<file path="config.mk">
export PLATFORM = sky130hd
export DESIGN_NAME = bch_byte_syndrome
export DESIGN_NICKNAME = d
export VERILOG_FILES = /design/src/rtl/bchs_pkg.sv /design/src/rtl/bchs_ctrl.sv /design/src/rtl/bchs_cell.sv /design/src/rtl/bch_byte_syndrome.sv
export SDC_FILE = /design/constraint.sdc
export NUM_CORES = 1
export LEC_CHECK = 0
export BUFFER_PORTS_ARGS = -buffer_cell sky130_fd_sc_hd__buf_4
export CAP_MARGIN = 20
export CORE_ASPECT_RATIO = 1.75
export CORE_UTILIZATION = 40
export DETAILED_ROUTE_END_ITERATION = 12
export GPL_ROUTABILITY_DRIVEN = 0
export PLACE_DENSITY = 0.64
export SKIP_LAST_GASP = 1
export SYNTH_ARGS = -nofsm -noshare
export SYNTH_HDL_FRONTEND = slang
export SYNTH_HIERARCHICAL = 1
export SYNTH_SLANG_ARGS = --single-unit
export TNS_END_PERCENT = 50
</file>
<file path="constraint.sdc">
create_clock -name clk -period 4.6 [get_ports clk]
set_input_delay 0.23 -clock clk [delete_from_list [all_inputs] [get_ports clk]]
set_output_delay 0.23 -clock clk [all_outputs]
set_load 0.03 [all_outputs]
</file>
<file path="src/rtl/bchs_pkg.sv">
package bchs_pkg;
    localparam int GF_M    = 13;
    localparam logic [GF_M-1:0] GF_TAPS = 13'h001B;
    localparam int SYN_MAX = 18;
    localparam int BYTE_W  = 8;
    localparam int LEN_MAX = 546;
    localparam int LEN_W   = $clog2(LEN_MAX);
    localparam int T_W     = $clog2(SYN_MAX + 1);

    typedef logic [GF_M-1:0] gf_t;
    typedef enum logic [1:0] {ST_IDLE, ST_RUN, ST_REPORT} st_e;

    function automatic gf_t gf_mul(gf_t a, gf_t b);
        gf_t p = '0;
        gf_t x = a;
        for (int k = 0; k < GF_M; k++) begin
            if (b[k]) p ^= x;
            x = x[GF_M-1] ? ((x << 1) ^ GF_TAPS) : (x << 1);
        end
        return p;
    endfunction

    function automatic gf_t gf_apow(int e);
        gf_t x = gf_t'(1);
        for (int k = 0; k < e; k++)
            x = x[GF_M-1] ? ((x << 1) ^ GF_TAPS) : (x << 1);
        return x;
    endfunction

    function automatic int t_of(logic [2:0] code);
        case (code)
            3'd0:    return 7;
            3'd1:    return 8;
            3'd2:    return 14;
            3'd3:    return 15;
            3'd4:    return 17;
            default: return 18;
        endcase
    endfunction

    function automatic int par_of(logic [2:0] code);
        case (code)
            3'd0:    return 12;
            3'd1:    return 14;
            3'd2:    return 24;
            3'd3:    return 26;
            3'd4:    return 28;
            default: return 30;
        endcase
    endfunction

    function automatic int data_of(logic [1:0] code);
        case (code)
            2'd0:    return 514;
            2'd1:    return 515;
            default: return 516;
        endcase
    endfunction
endpackage

</file>
<file path="src/rtl/bchs_ctrl.sv">
module bchs_ctrl
    import bchs_pkg::*;
(
    input  logic           clk,
    input  logic           rst_n,
    input  logic           start,
    input  logic [2:0]     mode_t,
    input  logic [1:0]     mode_k,
    input  logic           in_valid,
    output logic           clr,
    output logic           upd,
    output logic [T_W-1:0] t_act,
    output logic           done
);
    st_e              st_q, st_d;
    logic [LEN_W-1:0] cnt_q, last_q;
    logic             last_byte;

    assign last_byte = (st_q == ST_RUN) && in_valid && !start && (cnt_q == last_q);

    always_comb begin
        st_d = st_q;
        unique case (st_q)
            ST_IDLE:   st_d = start ? ST_RUN : ST_IDLE;
            ST_RUN:    st_d = start ? ST_RUN : (last_byte ? ST_REPORT : ST_RUN);
            ST_REPORT: st_d = start ? ST_RUN : ST_IDLE;
            default:   st_d = ST_IDLE;
        endcase
    end

    always_ff @(posedge clk or negedge rst_n) begin
        if (!rst_n) st_q <= ST_IDLE;
        else        st_q <= st_d;
    end

    always_ff @(posedge clk or negedge rst_n) begin
        if (!rst_n) begin
            cnt_q  <= '0;
            last_q <= '0;
            t_act  <= T_W'(t_of(3'd0));
        end else if (start) begin
            cnt_q  <= '0;
            last_q <= LEN_W'(data_of(mode_k) + par_of(mode_t) - 1);
            t_act  <= T_W'(t_of(mode_t));
        end else if (upd) begin
            cnt_q  <= cnt_q + 1'b1;
        end
    end

    always_comb begin
        clr  = start;
        upd  = (st_q == ST_RUN) && in_valid && !start;
        done = (st_q == ST_REPORT);
    end

    a_r3_done_single: assert property (@(posedge clk) disable iff (!rst_n)
        done |=> !done);
    a_r3_done_after_byte: assert property (@(posedge clk) disable iff (!rst_n)
        done |-> $past(upd));
    a_r8_count_bound: assert property (@(posedge clk) disable iff (!rst_n)
        (st_q == ST_RUN) |-> (cnt_q <= last_q));
endmodule

</file>
<file path="src/rtl/bchs_cell.sv">
module bchs_cell
    import bchs_pkg::*;
#(
    parameter int EXP = 1
) (
    input  logic              clk,
    input  logic              rst_n,
    input  logic              clr,
    input  logic              upd,
    input  logic              act,
    input  logic [BYTE_W-1:0] byte_in,
    output gf_t               acc
);
    localparam gf_t STEP = gf_apow(BYTE_W * EXP);

    gf_t term [BYTE_W];
    gf_t fold, nxt;

    for (genvar b = 0; b < BYTE_W; b++) begin : g_bit
        localparam gf_t PW = gf_apow(b * EXP);
        assign term[b] = byte_in[b] ? PW : '0;
    end

    always_comb begin
        fold = '0;
        for (int k = 0; k < BYTE_W; k++) fold ^= term[k];
        nxt = gf_mul(acc, STEP) ^ fold;
    end

    always_ff @(posedge clk or negedge rst_n) begin
        if (!rst_n)          acc <= '0;
        else if (clr)        acc <= '0;
        else if (upd && act) acc <= nxt;
    end

    a_r7_inactive_zero: assert property (@(posedge clk) disable iff (!rst_n)
        !act |-> (acc == '0));
    a_r8_hold_when_idle: assert property (@(posedge clk) disable iff (!rst_n)
        (!clr && !upd) |=> $stable(acc));
endmodule

</file>
<file path="src/rtl/bch_byte_syndrome.sv">
module bch_byte_syndrome
    import bchs_pkg::*;
(
    input  logic                      clk,
    input  logic                      rst_n,
    input  logic                      start,
    input  logic [2:0]                mode_t,
    input  logic [1:0]                mode_k,
    input  logic                      in_valid,
    input  logic [BYTE_W-1:0]         in_byte,
    output logic                      done,
    output logic                      no_err,
    output logic [SYN_MAX*GF_M-1:0]   synd
);
    logic           clr, upd;
    logic [T_W-1:0] t_act;

    bchs_ctrl u_ctrl (
        .clk(clk), .rst_n(rst_n), .start(start), .mode_t(mode_t),
        .mode_k(mode_k), .in_valid(in_valid), .clr(clr), .upd(upd),
        .t_act(t_act), .done(done)
    );

    for (genvar j = 0; j < SYN_MAX; j++) begin : g_syn
        logic act_j;
        assign act_j = (T_W'(j) < t_act);
        bchs_cell #(.EXP(2 * j + 1)) u_cell (
            .clk(clk), .rst_n(rst_n), .clr(clr), .upd(upd), .act(act_j),
            .byte_in(in_byte), .acc(synd[j*GF_M +: GF_M])
        );
    end

    assign no_err = ~|synd;

    a_r10_hold_after_done: assert property (@(posedge clk) disable iff (!rst_n)
        (done && !start) |=> $stable(synd));
endmodule

</file>
==> summary.md, run 1 <==
| Metric | Value |
|---|---|
| CTS Sinks | 258 |
| Clock Latency Late Sink | 0.58 ns |
| DP HPWL | 53500 um |
| Core area | between 50000 and 60000 um2 |
| Clk_skew | approximately 0.0087 ns |
| CP endpoint kind | output port |
| H-tree Lvls | 1 |
| Largest area contributor in the netlist | dfrtp_1 |
| 1st-iter DRT viols | between 900 and 1000 |
| Layout area overhead | 14.5% |
| Post-layout nets | 2475 |
| Routed WL | 74300 um |
| Initial core utilization | 0.406 |
| Synthesis warning total | 6 |
| Share of async-settable or async-resettable flops after synthesis | 1.00 |
| Minimum clock period after layout | between 3 and 4 ns |
| Vias per cell | 5.38 |
| Relative slew margins | 0.329 |
| Maximum number of pins on one net before global-route repair | 115 |
| Clock Tree Root | clkbuf_16 |
| Avg WL per Cell | about 23 um |
| Multi-input gate area | 16900 um2 |
| DRT Pass-1 Iters | 5 |
| Final hold violations | 0 |
| Total die area | 61400 um2 |
| CP required | 4.37 ns |
| Critical Path Max Stage Delay | 0.90 ns |
| Syn Area/Cell | 10.7 um2 |
| # diodes | 0 |
| Mapped Nets | 2291 |
| Cells after synthesis | 2268 |
| CP max stage cell | nor4_1 |
| Max-slew violation count | 0 |
| Top cell type's share of synthesized area | 0.264 |
| Worst slew pin tran | 0.997 ns |
| Synth top area cells | dfrtp_1, xnor2_1, xnor3_1 |
| Max_cap viols | 0 |
| Synthesized flop and latch total | about 260 |
| Mapped Area | 24200 um2 |
| Vias | between 15000 and 20000 |
| Clk buf depth | 3 |
| First-pass GRT wire length | 114000 um |
| PwrDens | ~750 nW/um2 |
| Peak VDD IR | about 0.51 mV |
| Final period util | 0.805 |
| Leak pwr | 12.4 nW |
| Main synth FF type | dfrtp_1 |
| Synth cell types | 72 |
| Clk pin slew, worst setup/hold paths | 0.06 ns |
| Final setup viols | 0 |
| Initial antenna violation count | 0 |
| Number of global-route vias before repair | 18500 |
| CTS tree | yes |
| Die W | roughly 190 um |
| Layout cells sized above 1 | 0.172 |
| Routed Antenna Nets | 0 |
| Worst path cell trace | nor4_1 > nand4_1 > nor4_1 > and4_1 > buf_4 |
| # rows | 118 |
| Unrepaired setup endpoints after global routing | false |
| Fill cells | around 5500 |
| Placement Setup Slack | 1.29 ns |
| Status | complete, no violations |
| Total GRT Usage | 0.241 |
| WP data arrival | 3.47 ns |
| Startpoint Class | flop |
| Achievable frequency | around 270 MHz |
| Global route overflow | 0 |
| Number of CTS-inserted buffers | 30 |
| Util after Layout | 0.465 |
| Register area | 6460 um2 |
| Fin Hold WS | 0.0291 ns |
| PostCTS Resize Cnt | 0 |
| # IOs | 253 |
| TNS Setup | 0 ns |
| Number of synthesized flops with an enable pin | 0 |
| Final setup margin | 0.897 ns |
| Die Y-Extent | 327 um |
| Worst min path class | input port to flop |
| DRC violations left | 0 |
| Setup CP Type | flop to output port |
| Crit-path max FO | 6 |
| # port buffers | 252 |
| Crit-path most repeated cell | nor4_1 |
| Register area share after synthesis | 0.267 |
[placed cells by master (no fill, tap or decap), drive strengths merged, types with 2 or more instances in the layout]
cell type      n
nor3           4
nand3         16
mux2i          5
clkinv         6
a21oi        122
ha             5
xor3          36
o21a           5
nor2b         13
nor4b          2
a31oi          2
o31ai          9
xnor2        604
nand2        166
or3           57
or4            7
and4           2
or2            7
xnor3        182
a21o           7
clkbuf        51
buf          277
dfstp          3
nand2b        10
dlygate4sd3    7
o211ai         2
nor2         107
dfrtp        255
a31o           5
a22o           7
nand4         15
and2          16
nand3b         9
o21ai        102
nor4          65
inv           12
xor2         200
mux2           9
a211oi        56
[worst max-delay path: cells and delay by family, from the launching register on]
family,cells,cell delay (ns)
buffers and inverters,1,0.19
flip-flops,1,0.50
AND/OR/NAND/NOR,4,2.21
[synth_stat cells (13+ instances only)]
cell / n
xnor2_1: 584
dfrtp_1: 255
xor2_1: 190
nand2_1: 166
xnor3_1: 154
a21oi_1: 122
nor2_1: 107
o21ai_0: 100
nor4_1: 63
clkbuf_1: 62
or3_1: 54
a211oi_1: 53
buf_2: 43
xor3_1: 31
xnor3_2: 22
xnor2_2: 17
nand3_1: 16
nand4_1: 15
nor2b_1: 13
[layer usage]
metal,global-route usage,part of all wire
met1,0.268,0.37
met2,0.447,0.53
met3,0.0416,0.052
met4,0.107,0.042
met5,0,0
[repair_timing]
item | CTS | global route
hold endpoints to repair | 78 | 0
hold buffers | 7 | 0
buffers inserted | 0 | 0
[path summary, 6_finish.rpt]
path / slack [ns] / cells after the start / start / endpoint
max: 0.90 / 5 / g_syn[6].u_cell/acc[9] / no_err
max reg2reg: 1.82 / 6 / u_ctrl/st_q[1] / g_syn[2].u_cell/acc[5]
min in group asynchronous: 0.20 / 2 / rst_n / g_syn[8].u_cell/acc[8]
min: 0.03 / 3 / mode_k[0] / u_ctrl/last_q[0]
min reg2reg: 0.49 / 1 / u_ctrl/last_q[9] / u_ctrl/last_q[9]
max in group asynchronous: 3.20 / 3 / rst_n / g_syn[13].u_cell/acc[5]
[sequential cells by signal, summed over array words and instances (netlist names)]
signal            count
u_ctrl/t_act          5
g_syn.u_cell/acc    234
u_ctrl/last_q         7
u_ctrl/st_q           2
u_ctrl/cnt_q         10
[through the flow]
step	cells	cell area [um2]	total power, mW
final	3256	27700	20.8
after global routing	3256	27700	22.1
after CTS	3253	27600	21.0
after detailed placement	3190	26500	18.3
after global placement	3189	26500	18.1
after floorplan	2268	24200	15.5
[cells by family (layout without fill, tap and decap cells)]
kind of cell,after synthesis,count (layout),synth area share
compound gates,322,322,0.0784
xor+xnor,1022,1022,0.511
buf+inv,147,355,0.0315
flops,258,258,0.267
fa+ha+maj,6,6,0.00342
mux,14,14,0.00627
simple gates,499,499,0.102
[area by class of cell]
type,count,area share
well taps,780,0.0353
clock buffers,50,0.0350
inverters,14,0.00190
repair buffers,285,0.0793
flip-flops and latches,258,0.234
clock inverters,6,0.00208
multi-input cells,1863,0.613
[power by group]
part	internal [mW]	switching [mW]	leakage, nW
Combinational	8.08	6.32	8.36
Sequential	2.69	1.22	3.49
Clock	1.48	1.06	0.506
Total	12.2	8.60	12.4
(Power assumes the default switching activity.)
==> run 2: changes to the inputs <==
PLACE_DENSITY = 0.66   (was 0.64)
clock period = 3 ns   (was 4.6 ns; I/O delays follow)
==> run 2 against run 1 <==
Net effect:
- combinational power is 56% higher
- sequential share of layout area decreased by 0.28 points
- global-route usage about the same
- sequential power increased by 52%
- register-to-register slack got worse by 1.5 ns
- die area did not move
- clock skew grew 0.0021 ns
- via count grew 1.7%
- power up 53%
- critical path type unchanged
- critical endpoint unchanged
- largest power group unchanged
==> summary.md, run 2 (same netlist as run 1, synthesis figures left out) <==
| Metric | Value |
|---|---|
| # rows | 118 (unchanged) |
| Util after Layout | 0.471 (+0.00576) |
| Crit-path most repeated cell | buf_4 |
| CP required | 2.85 ns (-1.52 ns) |
| Unrepaired setup endpoints after global routing | false |
| Max reg flops | 234 (unchanged) |
| Crit-path max FO | 5 (-1) |
| Post-route cell area | 28000 um2 (+1.2%) |
| Worst min path class | input port to flop |
| 1st-iter DRT viols | 1039 (+11%) |
| Total die area | 61400 um2 (unchanged) |
| Most flop-heavy register | g_syn.u_cell/acc |
| CP max stage cell | nor4_2 |
| Leak pwr | 12.6 nW (+1.5%) |
| DP HPWL | 54400 um (+1.6%) |
| Final setup viols | 0 (unchanged) |
| Critical Path Max Stage Delay | 0.57 ns (-0.33 ns) |
| Clk buf depth | 3 (unchanged) |
| TNS Setup | 0 ns (unchanged) |
| Die Y-Extent | 327 um (unchanged) |
| Layout area overhead | 15.9% |
| DRC violations left | 0 (unchanged) |
| Minimum clock period after layout | 2.86 ns |
| Layout cells sized above 1 | 0.189 (+0.0169) |
| Initial antenna violation count | 0 (unchanged) |
| Post-layout nets | 2512 (+1.5%) |
| # port buffers | 252 (unchanged) |
| Dpl cells | 3230 (+1.3%) |
| Core area | 59500 um2 (unchanged) |
| Clock Tree Root | clkbuf_16 |
| CTS tree | yes |
| Total GRT Usage | 0.241 (about the same) |
| Most common cell after layout, fill and taps aside | xnor2_1 |
| Clk_skew | 0.0107 ns (+0.00206 ns) |
| Final period util | 0.955 |
| # Post-CTS Setup Buffers | 0 (unchanged) |
| PwrDens | 1140 nW/um2 (+52%) |
| WP data arrival | 2.71 ns (-0.76 ns) |
| FF-to-FF setup slack | 0.34 ns (-1.48 ns) |
| Vias | 17800 (+1.7%) |
| Routed Antenna Nets | 0 (unchanged) |
| DRT Pass-1 Iters | 5 (unchanged) |
| CTS Sinks | 258 (unchanged) |
| Number of CTS-inserted buffers | 28 (-6.7%) |
| Clk pin slew, worst setup/hold paths | 0.06 ns (about the same) |
| Relative slew margins | 0.270 (-0.0595) |
| Clock Latency Late Sink | 0.59 ns (about the same) |
| Worst slew pin tran | 1.10 ns (+0.0985 ns) |
| First-pass GRT wire length | 114000 um (+0.26%) |
| Reg2reg path depth | 6 (unchanged) |
| Status | complete, no violations |
| # diodes | 0 (unchanged) |
| Max_cap viols | 0 (unchanged) |
| H-tree Lvls | 1 (unchanged) |
| Hold Crit Start | in_valid |
| Initial core utilization | 0.406 (unchanged) |
| Endpoint, Worst Hold | u_ctrl/cnt_q[4] |
| Startpoint Class | flop |
| Most frequent cells in the layout | xnor2_1, buf_4, dfrtp_1 |
| Vias per cell | 5.42 (+0.76%) |
| Fill cells | 5422 (-1.3%) |
| Total power | 32.0 mW (+53%) |
| Setup CP Type | flop to output port |
| Global route overflow | 0 (unchanged) |
| # IOs | 253 (unchanged) |
| Final hold violations | 0 (unchanged) |
| Worst path cell trace | nor4_2 > buf_4 > nand4_1 > nor4_2 > buf_4 > and4_1 > buf_4 |
| FF-to-FF End | g_syn[2].u_cell/acc[5] |
| Routed WL | 73900 um (-0.52%) |
| Multi-input gate area | 17000 um2 (+0.46%) |
| Max-slew violation count | 0 (unchanged) |
| Achievable frequency | 349 MHz |
| Worst r2r src | u_ctrl/st_q[1] |
| Peak VDD IR | 0.614 mV (+20%) |
| Register area | 6460 um2 (about the same) |
| Post-Layout Cell Count | 3288 (+0.98%) |
| Maximum number of pins on one net before global-route repair | 119 (+3.5%) |
| Placement Cell Area | 26900 um2 (+1.4%) |
| Number of global-route vias before repair | 19000 (+2.4%) |
| Die W | 188 um (unchanged) |
| Avg WL per Cell | 22.5 um (-1.5%) |
| CP endpoint kind | output port |
| Top Registers | g_syn.u_cell/acc x234, u_ctrl/cnt_q x10, u_ctrl/last_q x7 |
| Hold path cells | 4 (+1) |
run 2: cell count changes in the layout (fill, tap and decap cells not counted), moves of 2 or more:
cell,delta
clkbuf_1,-5
nor4_1,-11
clkbuf_8,-4
dfrtp_1,-2
buf_4,+33
clkinv_2,+3
buf_12,+5
dlygate4sd3_1,+2
nor4_2,+10
dfrtp_2,+2
clkbuf_16,-2
run 2: worst max-delay path, delay by kind of cell, from the launching register on:
kind	cells	cell delay [ns]
DFF	1	0.47
buffers and inverters	3	0.56
and+or+nand+nor	4	1.10
run 2: where the power goes:
| group | leakage, nW | internal, mW | switching (mW) |
|---|---|---|---|
| sequential | 3.49 | 4.12 | 1.83 |
| clock | 0.463 | 2.03 | 1.59 |
| combinational | 8.60 | 12.5 | 9.86 |
run 2: how the worst max path moves through the flow:
stage | startpoint | endpoint | slack [ns] | cells after the start
3_3_place_gp | u_ctrl/st_q[1] | g_syn[2].u_cell/acc[5] | 0.43 | 6
2_1_floorplan | u_ctrl/st_q[1] | g_syn[12].u_cell/acc[10] | 0.30 | 6
5_1_grt | g_syn[1].u_cell/acc[12] | no_err | 0.04 | 6
3_5_place_dp | u_ctrl/st_q[1] | g_syn[2].u_cell/acc[5] | 0.37 | 6
6_report | g_syn[5].u_cell/acc[10] | no_err | 0.14 | 7
4_1_cts | g_syn[8].u_cell/acc[9] | no_err | 0.02 | 7
run 2: area by class of cell:
type / count / share of cell area
multi-input combinational: 1863 / 0.608
sequential: 258 / 0.231
timing repair buffer: 324 / 0.0913
tap: 780 / 0.0349
clock buffer: 39 / 0.0301
clock inverter: 10 / 0.00290
inverter: 14 / 0.00188
run 2: routing by layer:
| layer | global-route usage | up-vias | wire, um |
|---|---|---|---|
| met4 | 0.129 | 0 | 3950 |
| met5 | 0 | - | 0 |
| li1 | - | 8134 | - |
| met2 | 0.422 | 552 | 37400 |
| met3 | 0.0417 | 183 | 4240 |
| met1 | 0.281 | 8963 | 28300 |
run 2: timing repair:
item	in CTS	in global routing
cloned	0	0
hold buffers	9	0
gates resized for setup	8	6
setup endpoints to repair	1	1
endpoints found under the hold margin	106	0
run 2: metrics by stage:
step / setup slack, ns / hold WS [ns]
after floorplan: 0.300 / -0.146
after global placement: 0.431 / 0.187
after detailed placement: 0.367 / 0.199
after CTS: 0.0233 / 0.0911
after global routing: 0.0443 / 0.138
final: 0.136 / 0.121
